$ cat config.mk
export PLATFORM = sky130hd
export DESIGN_NAME = keyed_wdt
export DESIGN_NICKNAME = d
export VERILOG_FILES = /design/src/rtl/kwdt_pkg.sv /design/src/rtl/kwdt_cmd_decode.sv /design/src/rtl/kwdt_unlock_ctl.sv /design/src/rtl/kwdt_counter.sv /design/src/rtl/keyed_wdt.sv
export SDC_FILE = /design/constraint.sdc
export NUM_CORES = 1
export LEC_CHECK = 0
export BUFFER_PORTS_ARGS = -buffer_cell sky130_fd_sc_hd__clkbuf_2
export CAP_MARGIN = 25
export CORE_ASPECT_RATIO = 0.9
export CORE_UTILIZATION = 50
export CTS_CLUSTER_SIZE = 8
export DETAILED_ROUTE_END_ITERATION = 10
export PLACE_DENSITY = 0.83
export SYNTH_ARGS = -nofsm -noshare
export SYNTH_HDL_FRONTEND = slang
export SYNTH_SLANG_ARGS = --single-unit
$ cat constraint.sdc
create_clock -name clk -period 2.1 [get_ports clk]
set_clock_uncertainty 0.1 [all_clocks]
set_input_delay 0.315 -clock clk [delete_from_list [all_inputs] [get_ports clk]]
set_output_delay 0.315 -clock clk [all_outputs]
set_load 0.005 [all_outputs]
$ cat src/rtl/kwdt_pkg.sv
package kwdt_pkg;

  typedef enum logic [1:0] {
    REG_CS    = 2'd0,
    REG_CMD   = 2'd1,
    REG_TOVAL = 2'd2,
    REG_WIN   = 2'd3
  } reg_sel_e;

  // control/status bit positions (software decodes these)
  localparam int unsigned CS_UPD   = 5;
  localparam int unsigned CS_EN    = 7;
  localparam int unsigned CS_SEL   = 8;
  localparam int unsigned CS_DONE  = 10;
  localparam int unsigned CS_UNLK  = 11;
  localparam int unsigned CS_CMD32 = 13;
  localparam int unsigned CS_FLAG  = 14;

  localparam logic [31:0] KEY_OPEN_W32 = 32'hD928_C520;
  localparam logic [31:0] KEY_FEED_W32 = 32'hB480_A602;
  localparam logic [15:0] KEY_OPEN_LO  = 16'hC520;
  localparam logic [15:0] KEY_OPEN_HI  = 16'hD928;
  localparam logic [15:0] KEY_FEED_LO  = 16'hA602;
  localparam logic [15:0] KEY_FEED_HI  = 16'hB480;

  typedef enum logic [1:0] {
    SEQ_IDLE      = 2'd0,
    SEQ_OPEN_HALF = 2'd1,
    SEQ_FEED_HALF = 2'd2
  } seq_e;

  // a 16-bit command half travels in the low half of the bus, upper half zero
  function automatic logic half_key(input logic [31:0] w, input logic [15:0] k);
    return w == {16'h0000, k};
  endfunction

  // refresh arriving under a nonzero window is early
  function automatic logic early_feed(input logic [31:0] cnt, input logic [31:0] win);
    return (win != 32'd0) && (cnt < win);
  endfunction

  function automatic logic [31:0] count_step(input logic [31:0] cnt);
    return cnt + 32'd1;
  endfunction

endpackage

$ cat src/rtl/kwdt_cmd_decode.sv
module kwdt_cmd_decode
  import kwdt_pkg::*;
(
  input  logic        clk,
  input  logic        rst_n,
  input  logic        cmd_wr,
  input  logic [31:0] wdata,
  input  logic        wide_mode,
  output logic        open_evt,
  output logic        feed_evt
);

  seq_e seq_q, seq_d;

  always_comb begin
    seq_d    = seq_q;
    open_evt = 1'b0;
    feed_evt = 1'b0;
    if (wide_mode) begin
      seq_d = SEQ_IDLE;
      if (cmd_wr) begin
        open_evt = (wdata == KEY_OPEN_W32);
        feed_evt = (wdata == KEY_FEED_W32);
      end
    end else if (cmd_wr) begin
      unique case (seq_q)
        SEQ_OPEN_HALF: begin
          open_evt = half_key(wdata, KEY_OPEN_HI);
          seq_d    = SEQ_IDLE;
        end
        SEQ_FEED_HALF: begin
          feed_evt = half_key(wdata, KEY_FEED_HI);
          seq_d    = SEQ_IDLE;
        end
        default: begin
          if (half_key(wdata, KEY_OPEN_LO))      seq_d = SEQ_OPEN_HALF;
          else if (half_key(wdata, KEY_FEED_LO)) seq_d = SEQ_FEED_HALF;
          else                                   seq_d = SEQ_IDLE;
        end
      endcase
    end
  end

  always_ff @(posedge clk) begin
    if (!rst_n) seq_q <= SEQ_IDLE;
    else        seq_q <= seq_d;
  end


  bad_half_drops_seq_chk: assert property (@(posedge clk) disable iff (!rst_n)
    (cmd_wr && !wide_mode && !half_key(wdata, KEY_OPEN_LO) && !half_key(wdata, KEY_FEED_LO))
      |=> (seq_q == SEQ_IDLE));


  wide_mode_no_pending_chk: assert property (@(posedge clk) disable iff (!rst_n)
    wide_mode |=> (seq_q == SEQ_IDLE));

endmodule

$ cat src/rtl/kwdt_unlock_ctl.sv
module kwdt_unlock_ctl #(
  parameter int unsigned OPEN_TICKS = 128
) (
  input  logic clk,
  input  logic rst_n,
  input  logic tick,
  input  logic open_req,
  input  logic upd_ok,
  input  logic cfg_apply,
  output logic unlocked
);

  localparam int unsigned WW = (OPEN_TICKS > 1) ? $clog2(OPEN_TICKS) : 1;
  localparam logic [WW-1:0] LAST = WW'(OPEN_TICKS - 1);

  logic [WW-1:0] wcnt_q;

  always_ff @(posedge clk) begin
    if (!rst_n) begin
      unlocked <= 1'b0;
      wcnt_q   <= '0;
    end else if (cfg_apply) begin
      unlocked <= 1'b0;
      wcnt_q   <= '0;
    end else if (open_req && upd_ok) begin
      unlocked <= 1'b1;
      wcnt_q   <= '0;
    end else if (unlocked && tick) begin
      if (wcnt_q == LAST) begin
        unlocked <= 1'b0;
        wcnt_q   <= '0;
      end else begin
        wcnt_q <= wcnt_q + 1'b1;
      end
    end
  end


  open_needs_key_chk: assert property (@(posedge clk) disable iff (!rst_n)
    $rose(unlocked) |-> $past(open_req && upd_ok));


  refused_open_chk: assert property (@(posedge clk) disable iff (!rst_n)
    (open_req && !upd_ok && !unlocked) |=> !unlocked);


  hold_without_tick_chk: assert property (@(posedge clk) disable iff (!rst_n)
    (unlocked && !tick && !cfg_apply) |=> unlocked);

endmodule

$ cat src/rtl/kwdt_counter.sv
module kwdt_counter
  import kwdt_pkg::*;
#(
  parameter int unsigned CW = 16
) (
  input  logic          clk,
  input  logic          rst_n,
  input  logic          tick,
  input  logic          run,
  input  logic          feed,
  input  logic          restart,
  input  logic [CW-1:0] timeout,
  input  logic [CW-1:0] window,
  output logic [CW-1:0] count,
  output logic          expire_evt,
  output logic          early_evt
);

  logic step;

  assign step       = run && tick;
  assign expire_evt = step && (count == timeout);
  assign early_evt  = feed && run && early_feed(32'(count), 32'(window));

  always_ff @(posedge clk) begin
    if (!rst_n)                           count <= '0;
    else if (feed || restart || expire_evt) count <= '0;
    else if (step)                        count <= CW'(count_step(32'(count)));
  end


  feed_clears_chk: assert property (@(posedge clk) disable iff (!rst_n)
    feed |=> (count == '0));


  no_tick_hold_chk: assert property (@(posedge clk) disable iff (!rst_n)
    (!tick && !feed && !restart) |=> $stable(count));


  expire_wraps_chk: assert property (@(posedge clk) disable iff (!rst_n)
    expire_evt |=> (count == '0));

endmodule

$ cat src/rtl/keyed_wdt.sv
module keyed_wdt
  import kwdt_pkg::*;
#(
  parameter int unsigned CW         = 16,
  parameter int unsigned OPEN_TICKS = 128,
  parameter int unsigned TOUT_RST   = 1000,
  parameter bit          WIDE_RST   = 1'b1
) (
  input  logic        clk,
  input  logic        rst_n,
  input  logic        lp_tick,
  input  logic        reg_wr,
  input  logic [1:0]  reg_addr,
  input  logic [31:0] reg_wdata,
  output logic [31:0] reg_rdata,
  output logic        irq,
  output logic        rst_req
);

  logic          en_q, upd_q, wide_q, flag_q, done_q, rst_req_q;
  logic [1:0]    sel_q;
  logic [CW-1:0] tout_q, win_q, count;

  logic cs_wr, cmd_wr, tout_wr, win_wr;
  logic unlocked, cfg_apply, tick;
  logic open_evt, feed_evt, expire_evt, early_evt;

  assign cs_wr   = reg_wr && (reg_addr == REG_CS);
  assign cmd_wr  = reg_wr && (reg_addr == REG_CMD);
  assign tout_wr = reg_wr && (reg_addr == REG_TOVAL);
  assign win_wr  = reg_wr && (reg_addr == REG_WIN);

  assign cfg_apply = cs_wr && unlocked;
  assign tick      = (sel_q == 2'd0) ? 1'b1 : lp_tick;

  kwdt_cmd_decode u_decode (
    .clk       (clk),
    .rst_n     (rst_n),
    .cmd_wr    (cmd_wr),
    .wdata     (reg_wdata),
    .wide_mode (wide_q),
    .open_evt  (open_evt),
    .feed_evt  (feed_evt)
  );

  kwdt_unlock_ctl #(.OPEN_TICKS(OPEN_TICKS)) u_unlock (
    .clk       (clk),
    .rst_n     (rst_n),
    .tick      (tick),
    .open_req  (open_evt),
    .upd_ok    (upd_q),
    .cfg_apply (cfg_apply),
    .unlocked  (unlocked)
  );

  kwdt_counter #(.CW(CW)) u_count (
    .clk        (clk),
    .rst_n      (rst_n),
    .tick       (tick),
    .run        (en_q),
    .feed       (feed_evt),
    .restart    (cfg_apply),
    .timeout    (tout_q),
    .window     (win_q),
    .count      (count),
    .expire_evt (expire_evt),
    .early_evt  (early_evt)
  );

  always_ff @(posedge clk) begin
    if (!rst_n) begin
      en_q   <= 1'b0;
      upd_q  <= 1'b1;
      sel_q  <= 2'd0;
      wide_q <= WIDE_RST;
      done_q <= 1'b0;
    end else if (cfg_apply) begin
      en_q   <= reg_wdata[CS_EN];
      upd_q  <= reg_wdata[CS_UPD];
      sel_q  <= reg_wdata[CS_SEL +: 2];
      wide_q <= reg_wdata[CS_CMD32];
      done_q <= 1'b1;
    end else if (open_evt && upd_q) begin
      done_q <= 1'b0;
    end
  end

  always_ff @(posedge clk) begin
    if (!rst_n) begin
      tout_q <= CW'(TOUT_RST);
      win_q  <= '0;
    end else begin
      if (tout_wr && unlocked) tout_q <= reg_wdata[CW-1:0];
      if (win_wr && unlocked)  win_q  <= reg_wdata[CW-1:0];
    end
  end

  always_ff @(posedge clk) begin
    if (!rst_n) begin
      flag_q    <= 1'b0;
      rst_req_q <= 1'b0;
    end else begin
      if (expire_evt)                        flag_q <= 1'b1;
      else if (cs_wr && reg_wdata[CS_FLAG]) flag_q <= 1'b0;
      rst_req_q <= expire_evt || early_evt;
    end
  end

  always_comb begin
    reg_rdata = '0;
    unique case (reg_sel_e'(reg_addr))
      REG_CS: begin
        reg_rdata[CS_UPD]      = upd_q;
        reg_rdata[CS_EN]       = en_q;
        reg_rdata[CS_SEL +: 2] = sel_q;
        reg_rdata[CS_DONE]     = done_q;
        reg_rdata[CS_UNLK]     = unlocked;
        reg_rdata[CS_CMD32]    = wide_q;
        reg_rdata[CS_FLAG]     = flag_q;
      end
      REG_CMD:   reg_rdata = 32'(count);
      REG_TOVAL: reg_rdata = 32'(tout_q);
      default:   reg_rdata = 32'(win_q);
    endcase
  end

  assign irq     = flag_q;
  assign rst_req = rst_req_q;


  expire_flags_chk: assert property (@(posedge clk) disable iff (!rst_n)
    expire_evt |=> (rst_req && irq));


  locked_tout_chk: assert property (@(posedge clk) disable iff (!rst_n)
    (tout_wr && !unlocked) |=> $stable(tout_q));


  apply_relocks_chk: assert property (@(posedge clk) disable iff (!rst_n)
    cfg_apply |=> (done_q && !unlocked));


  flag_w1c_chk: assert property (@(posedge clk) disable iff (!rst_n)
    (cs_wr && reg_wdata[CS_FLAG] && !expire_evt) |=> !irq);


  early_resets_chk: assert property (@(posedge clk) disable iff (!rst_n)
    early_evt |=> rst_req);

endmodule

# After elaboration in Yosys (flattened, before gate mapping)
# Cells that the tools add are included.
# totals
out_inout_bits,34
inputBits,38
register_bits,66
# classes
reduce_logical,31
eq_ne,13
bitwise_logic,1
n_addsub,2
n_mux,27
order_cmp,1
# ops
operator,count
32-bit by 16-bit == test with 1-bit output (second input constant),4
32-bit == test (second input constant),2
5-bit one-hot mux with 3 select lines,2
16-bit by 1-bit adder with 16-bit output (second input constant),1
16-bit == test,1
16-bit less-than comparator,1
1-bit 2-to-1 mux,16
16-bit nonzero test,1
1-bit logical AND,15
1-bit one-hot mux with 3 select lines,4
2-bit nonzero test,4
2-bit OR reduction,4
7-bit by 1-bit adder with 7-bit output (second input constant),1
7-bit == test (second input constant),1
7-bit 2-to-1 mux,1
2-bit == test (second input constant),3
2-bit 2-to-1 mux,3
2-bit one-hot mux with 3 select lines,1
2-bit by 1-bit == test with 1-bit output (second input constant),2
2-bit logical NOT,2
1-bit logical OR,3
3-bit OR reduction,1
2-bit AND reduction,1
1-bit NOT,1

# Longest topological paths before layout
# depth
depth_word,7
mapped_depth,9
mapped_depth_nobuf,7

# Hierarchy
# From an unflattened synthesis, not the netlist that was laid out.
# unflattened
cells_unflattened,463
hier_area_um2,4179.0
# by_module_without_submodules
mod,cells_each,n_inst,area_each_um2
keyed_wdt,208,1,2110.8
kwdt_counter,163,1,1316.3
kwdt_unlock_ctl,46,1,394.1
kwdt_cmd_decode,46,1,357.8

# Worst setup path before layout
# No wires, ideal clock.
# synth_timing
path_type,input to output
startpoint,in reg_addr[0]
endpoint,out reg_rdata[0]
path_buffers,2
stages,4
path_slack_ns,0.265
arrival_ns,1.420
required_ns,1.685
cell_sequence,buf_2 -> buf_1 -> mux2_2 -> a22o_1
# synth_between
elab_chain_len,2
elab_cells_between_ends,4
# synth_lines
element,line_no,rtl
"start, declared",keyed_wdt.sv:13,"input logic [1:0] reg_addr,"
2-bit == test (tied with other cells),keyed_wdt.sv:111,unique case (reg_sel_e'(reg_addr))
5-bit one-hot mux with 3 select lines *,keyed_wdt.sv:111,
"end, declared",keyed_wdt.sv:15,"output logic [31:0] reg_rdata,"
# Every way passes the cells marked *; elsewhere a longest branch is shown, timed or not.

# Worst setup path in the final report
# layout_timing
startpoint,reg wide_q
endpoint,reg rst_req_q (netlist: rst_req)
# layout_between
elab_chain_len,4
# layout_lines
element,line_no,rtl
"start, declared",keyed_wdt.sv:20,"logic en_q, upd_q, wide_q, flag_q, done_q, rst_req_q;"
"start signal, assigned",keyed_wdt.sv:81,wide_q <= reg_wdata[CS_CMD32];
1-bit 2-to-1 mux,kwdt_cmd_decode.sv:19,if (wide_mode) begin
1-bit logical AND (2 in series),kwdt_counter.sv:23,"assign early_evt = feed && run && early_feed(32'(count), 32'(window));"
1-bit logical OR,keyed_wdt.sv:105,rst_req_q <= expire_evt || early_evt;
"end signal, assigned",keyed_wdt.sv:105,
"end, declared",keyed_wdt.sv:20,
# No other way between the ends.
# A chain may end at the register's enable or synchronous reset.

==> metrics.md <==
| Metric | Value |
|---|---|
| Status | finished with violations |
| Violated checks | design-rule violations |
| Initial antenna violation count | 0 |
| Post-synthesis simple-gate area fraction | 28.03% |
| Via count | 3,921 |
| Chip width | 97.85 microns |
| CTS clk-pin slew, worst paths | 0.08 ns |
| Setup ws final | about 0.073 ns |
| Post-Synth Adder-Cell Area | 5.751% |
| Post-DP HPWL | 8.891 mm |
| Post-synthesis register bit count | 66 |
| Switch share | 25.30% |
| Largest family of logic cells by synthesized area | simple AND/OR/NAND/NOR gates |
| Most common flop cell mapped by yosys | dfxtp_1 |
| Min cycle time layout | around 2.0 ns |
| Ports | 72 |
| Pre-antenna DRT Iters | 10 |
| Internal Pwr Total | 1.881 mW |
| Fmax | 493.4 MHz |
| Max capacitance violation total | 0 |
| Nets | 617 |
| Seq pwr share | roughly half |
| CP cell instances | nor4b_4 > nand4_1 > a2111oi_0 > buf_4 > nand4_1 > o2bb2ai_1 |
| CTS tree | yes |
| Fin Setup TNS | 0 ns |
| Multiplexer area fraction after synthesis | 6.780% |
| Final GP Congestion | 0.9634 |
| Unrepaired setup endpoints after global routing | false |
| Root Driver | clkbuf_8 |
| Grt total ovfl | 0 |
| Vias in the first global route | 3,720 |
| 1st-iter DRT viols | between 200 and 300 |
| Routed wire length per instance | 17.35 microns |
| Port bufs | 55 |
| Worst path max stage delay | 0.52 ns |
| Slew HR | 50.94% |
| Combinational power share | 6.9% |
| # Post-CTS Setup Buffers | 0 |
| Crit path DAT | 2.21 ns |
| Final hold violation count | 0 |
| Cts bufs inserted | 9 |
| Most common cell after layout, fill and taps aside | nand2_1 |
| Post-CTS Resized | 0 |
| Sequential area share after synthesis | between 30% and 40% |
| Die Area | 8636 sq um |
| CP delay by family, top | compound AO/OA/AOI/OAI gates |
| Critical path's slowest cell | a2111oi_0 |
| Pins over their slew limit | 0 |
| Post-synthesis compound-gate area fraction | a little over a tenth |
| Core ar. | 8029 sq um |
| Skew-Pair Late Insertion Delay | 0.35 ns |
| Total power draw | 2.518 mW |
| Share of post-route cells with drive strength above 1 | about a quarter |
| Pin count of the biggest net entering global routing | 39 |
| Clk sinks | 66 |
| Netlist cell types | 57 |
| ANT nets after route | 0 |
| Leakage power | 1.921 nW |
| Psw | around 0.64 mW |
| Highest ir drop seen on vdd | 0.0003289 V |
| Largest fanout on the critical path | 5 |
| Power density over the cells | 525.4 nW/um^2 |
| Synth Area in XOR/XNOR | around 7.6% |
| Post-route insts no fill | 664 |
| Final wirelength | between 10 and 15 mm |
| Clk pwr share | between 40 and 50% |
| Worst slew pin tran | 0.7359 ns |
| Crit. End Element | flip-flop |
| First-pass GRT wire length | 18.15 mm |
| Drt drc | 4 |
| H-tree Lvls | 3 |
| Worst hold path type | in2reg |
| Starting Density | 51.49% |
| Hold Slack | around 0.12 ns |
| Num rows | 31 |
| Cell area after synthesis | 4134 sq um |
| Crit Path Class | reg2reg |
| Post-Syn Instances | 487 |
| Critical path required time | 2.28 ns |
| CP startpoint kind | flip-flop |
| Vias per cell | about 5.9 |
| Diodes inserted | 0 |
| Gr usage total | around 27% |
| Asr flop ratio synth | 0% |
| Most used cell, CP | nand4_1 |
| Number of hold buffers added after cts | 0 |
| EDFF count, synth | 0 |
| Die Y | 88.26 microns |
| Dpl ws | -0.01738 ns |
| Layout area overhead | 15.92% |
| Final period utilization | 96.51% |
| CP Buf/Inv Count | 1 |
| Commonest cells after routing, fill and taps aside | 89 x nand2_1, 66 x dfxtp_1, 55 x clkbuf_2, 32 x nor3_1 |
| Final Setup Violations | 0 |
| Post-placement cell count | 648 |
| Clock tree buffer depth | 2 |
| Syn avg cell area | 8.489 sq um |
| Yosys synthesis warning count | 0 |
-- cell families after synthesis --
family | Yosys count
flops | 66
other cells | 1
buf+inv | 66
compound gates | 61
xor+xnor | 36
fa+ha+maj | 19
simple gates | 221
mux | 17
-- area by class of cell --
type / instances / area [sq um]
multi-input combinational: 370 / 2511
clock buffer: 9 / 123.9
sequential: 66 / 1321
tap: 99 / 123.9
timing repair buffer: 86 / 533.0
inverter: 27 / 101.3
clock inverter: 7 / 77.57
fill: 702 / 3237
-- worst reg2reg max path, delay by kind of cell, from the launching register on --
kind / cells / cell delay, ns
AND/OR/NAND/NOR: 3 / 0.60
AO/OA/AOI/OAI: 2 / 0.69
buffers and inverters: 1 / 0.19
flip-flops: 1 / 0.39
-- metrics by stage --
stage / util, % / instance area (sq um)
floorplan: - / 4190
global placement: 57.10 / 4584
detailed placement: 57.10 / 4584
CTS: 59.61 / 4786
global route: 59.69 / 4792
finish: 59.69 / 4792
-- power by group through the flow --
stage	logic, mW	registers, mW	clock network, mW
final	0.175	1.25	1.09
after global routing	0.188	1.25	1.15
after CTS	0.172	1.25	1.11
after detailed placement	0.172	1.28	0
after global placement	0.169	1.28	0
after floorplan	0.109	1.28	0
-- registers in the layout (all words and copies together) (netlist names), 2 cells and up --
name and count:
sel_q 2, tout_q 16, u_count.count 16, u_decode.seq_q 2, u_unlock.wcnt_q 7, win_q 16
-- layer usage --
metal | global-route usage, % | up-vias | wire length [microns] | part of all wire, %
li1 | - | 1831 | - | -
met1 | 34.33 | 1844 | 4788 | 42
met2 | 46.54 | 209 | 5407 | 47
met3 | 6.319 | 37 | 1050 | 9.1
met4 | 10.47 | 0 | 276 | 2.4
met5 | 2.198 | - | 0 | 0
-- cell usage after synthesis, types with 2 or more instances --
cell type	number	area, sq um
a22o_1	7	61.31
nand3_1	22	110.1
nand2b_1	3	18.77
buf_4	17	127.6
or3_1	2	12.51
o21ai_0	5	25.02
nor4_4	2	42.54
nor2b_1	2	12.51
nand2_1	89	334.1
and3_1	9	56.30
a21boi_0	29	217.7
clkbuf_1	11	41.29
nor3_1	32	160.2
mux4_2	8	180.2
buf_2	5	25.02
xnor2_1	19	166.4
nor3b_1	2	15.01
a21oi_1	7	35.03
and4_1	4	35.03
nor4_1	13	81.33
ha_1	19	237.7
a2111oi_0	3	26.28
mux2_2	8	90.09
nand4_1	12	75.07
nor2_1	15	56.30
xor2_1	17	148.9
dfxtp_1	66	1321
buf_6	4	45.04
inv_1	27	101.4
-- path summary, 6_finish.rpt --
path,startpoint,endpoint,slack [ns],cells after the start
setup / recovery,wide_q,rst_req,0.07,6
hold / removal,reg_wdata[6],tout_q[6],0.12,3
setup reg to reg,wide_q,rst_req,0.07,6
hold reg to reg,u_decode.seq_q[1],u_decode.seq_q[1],0.38,2
No activity file was read; power rests on OpenSTA's default activity.
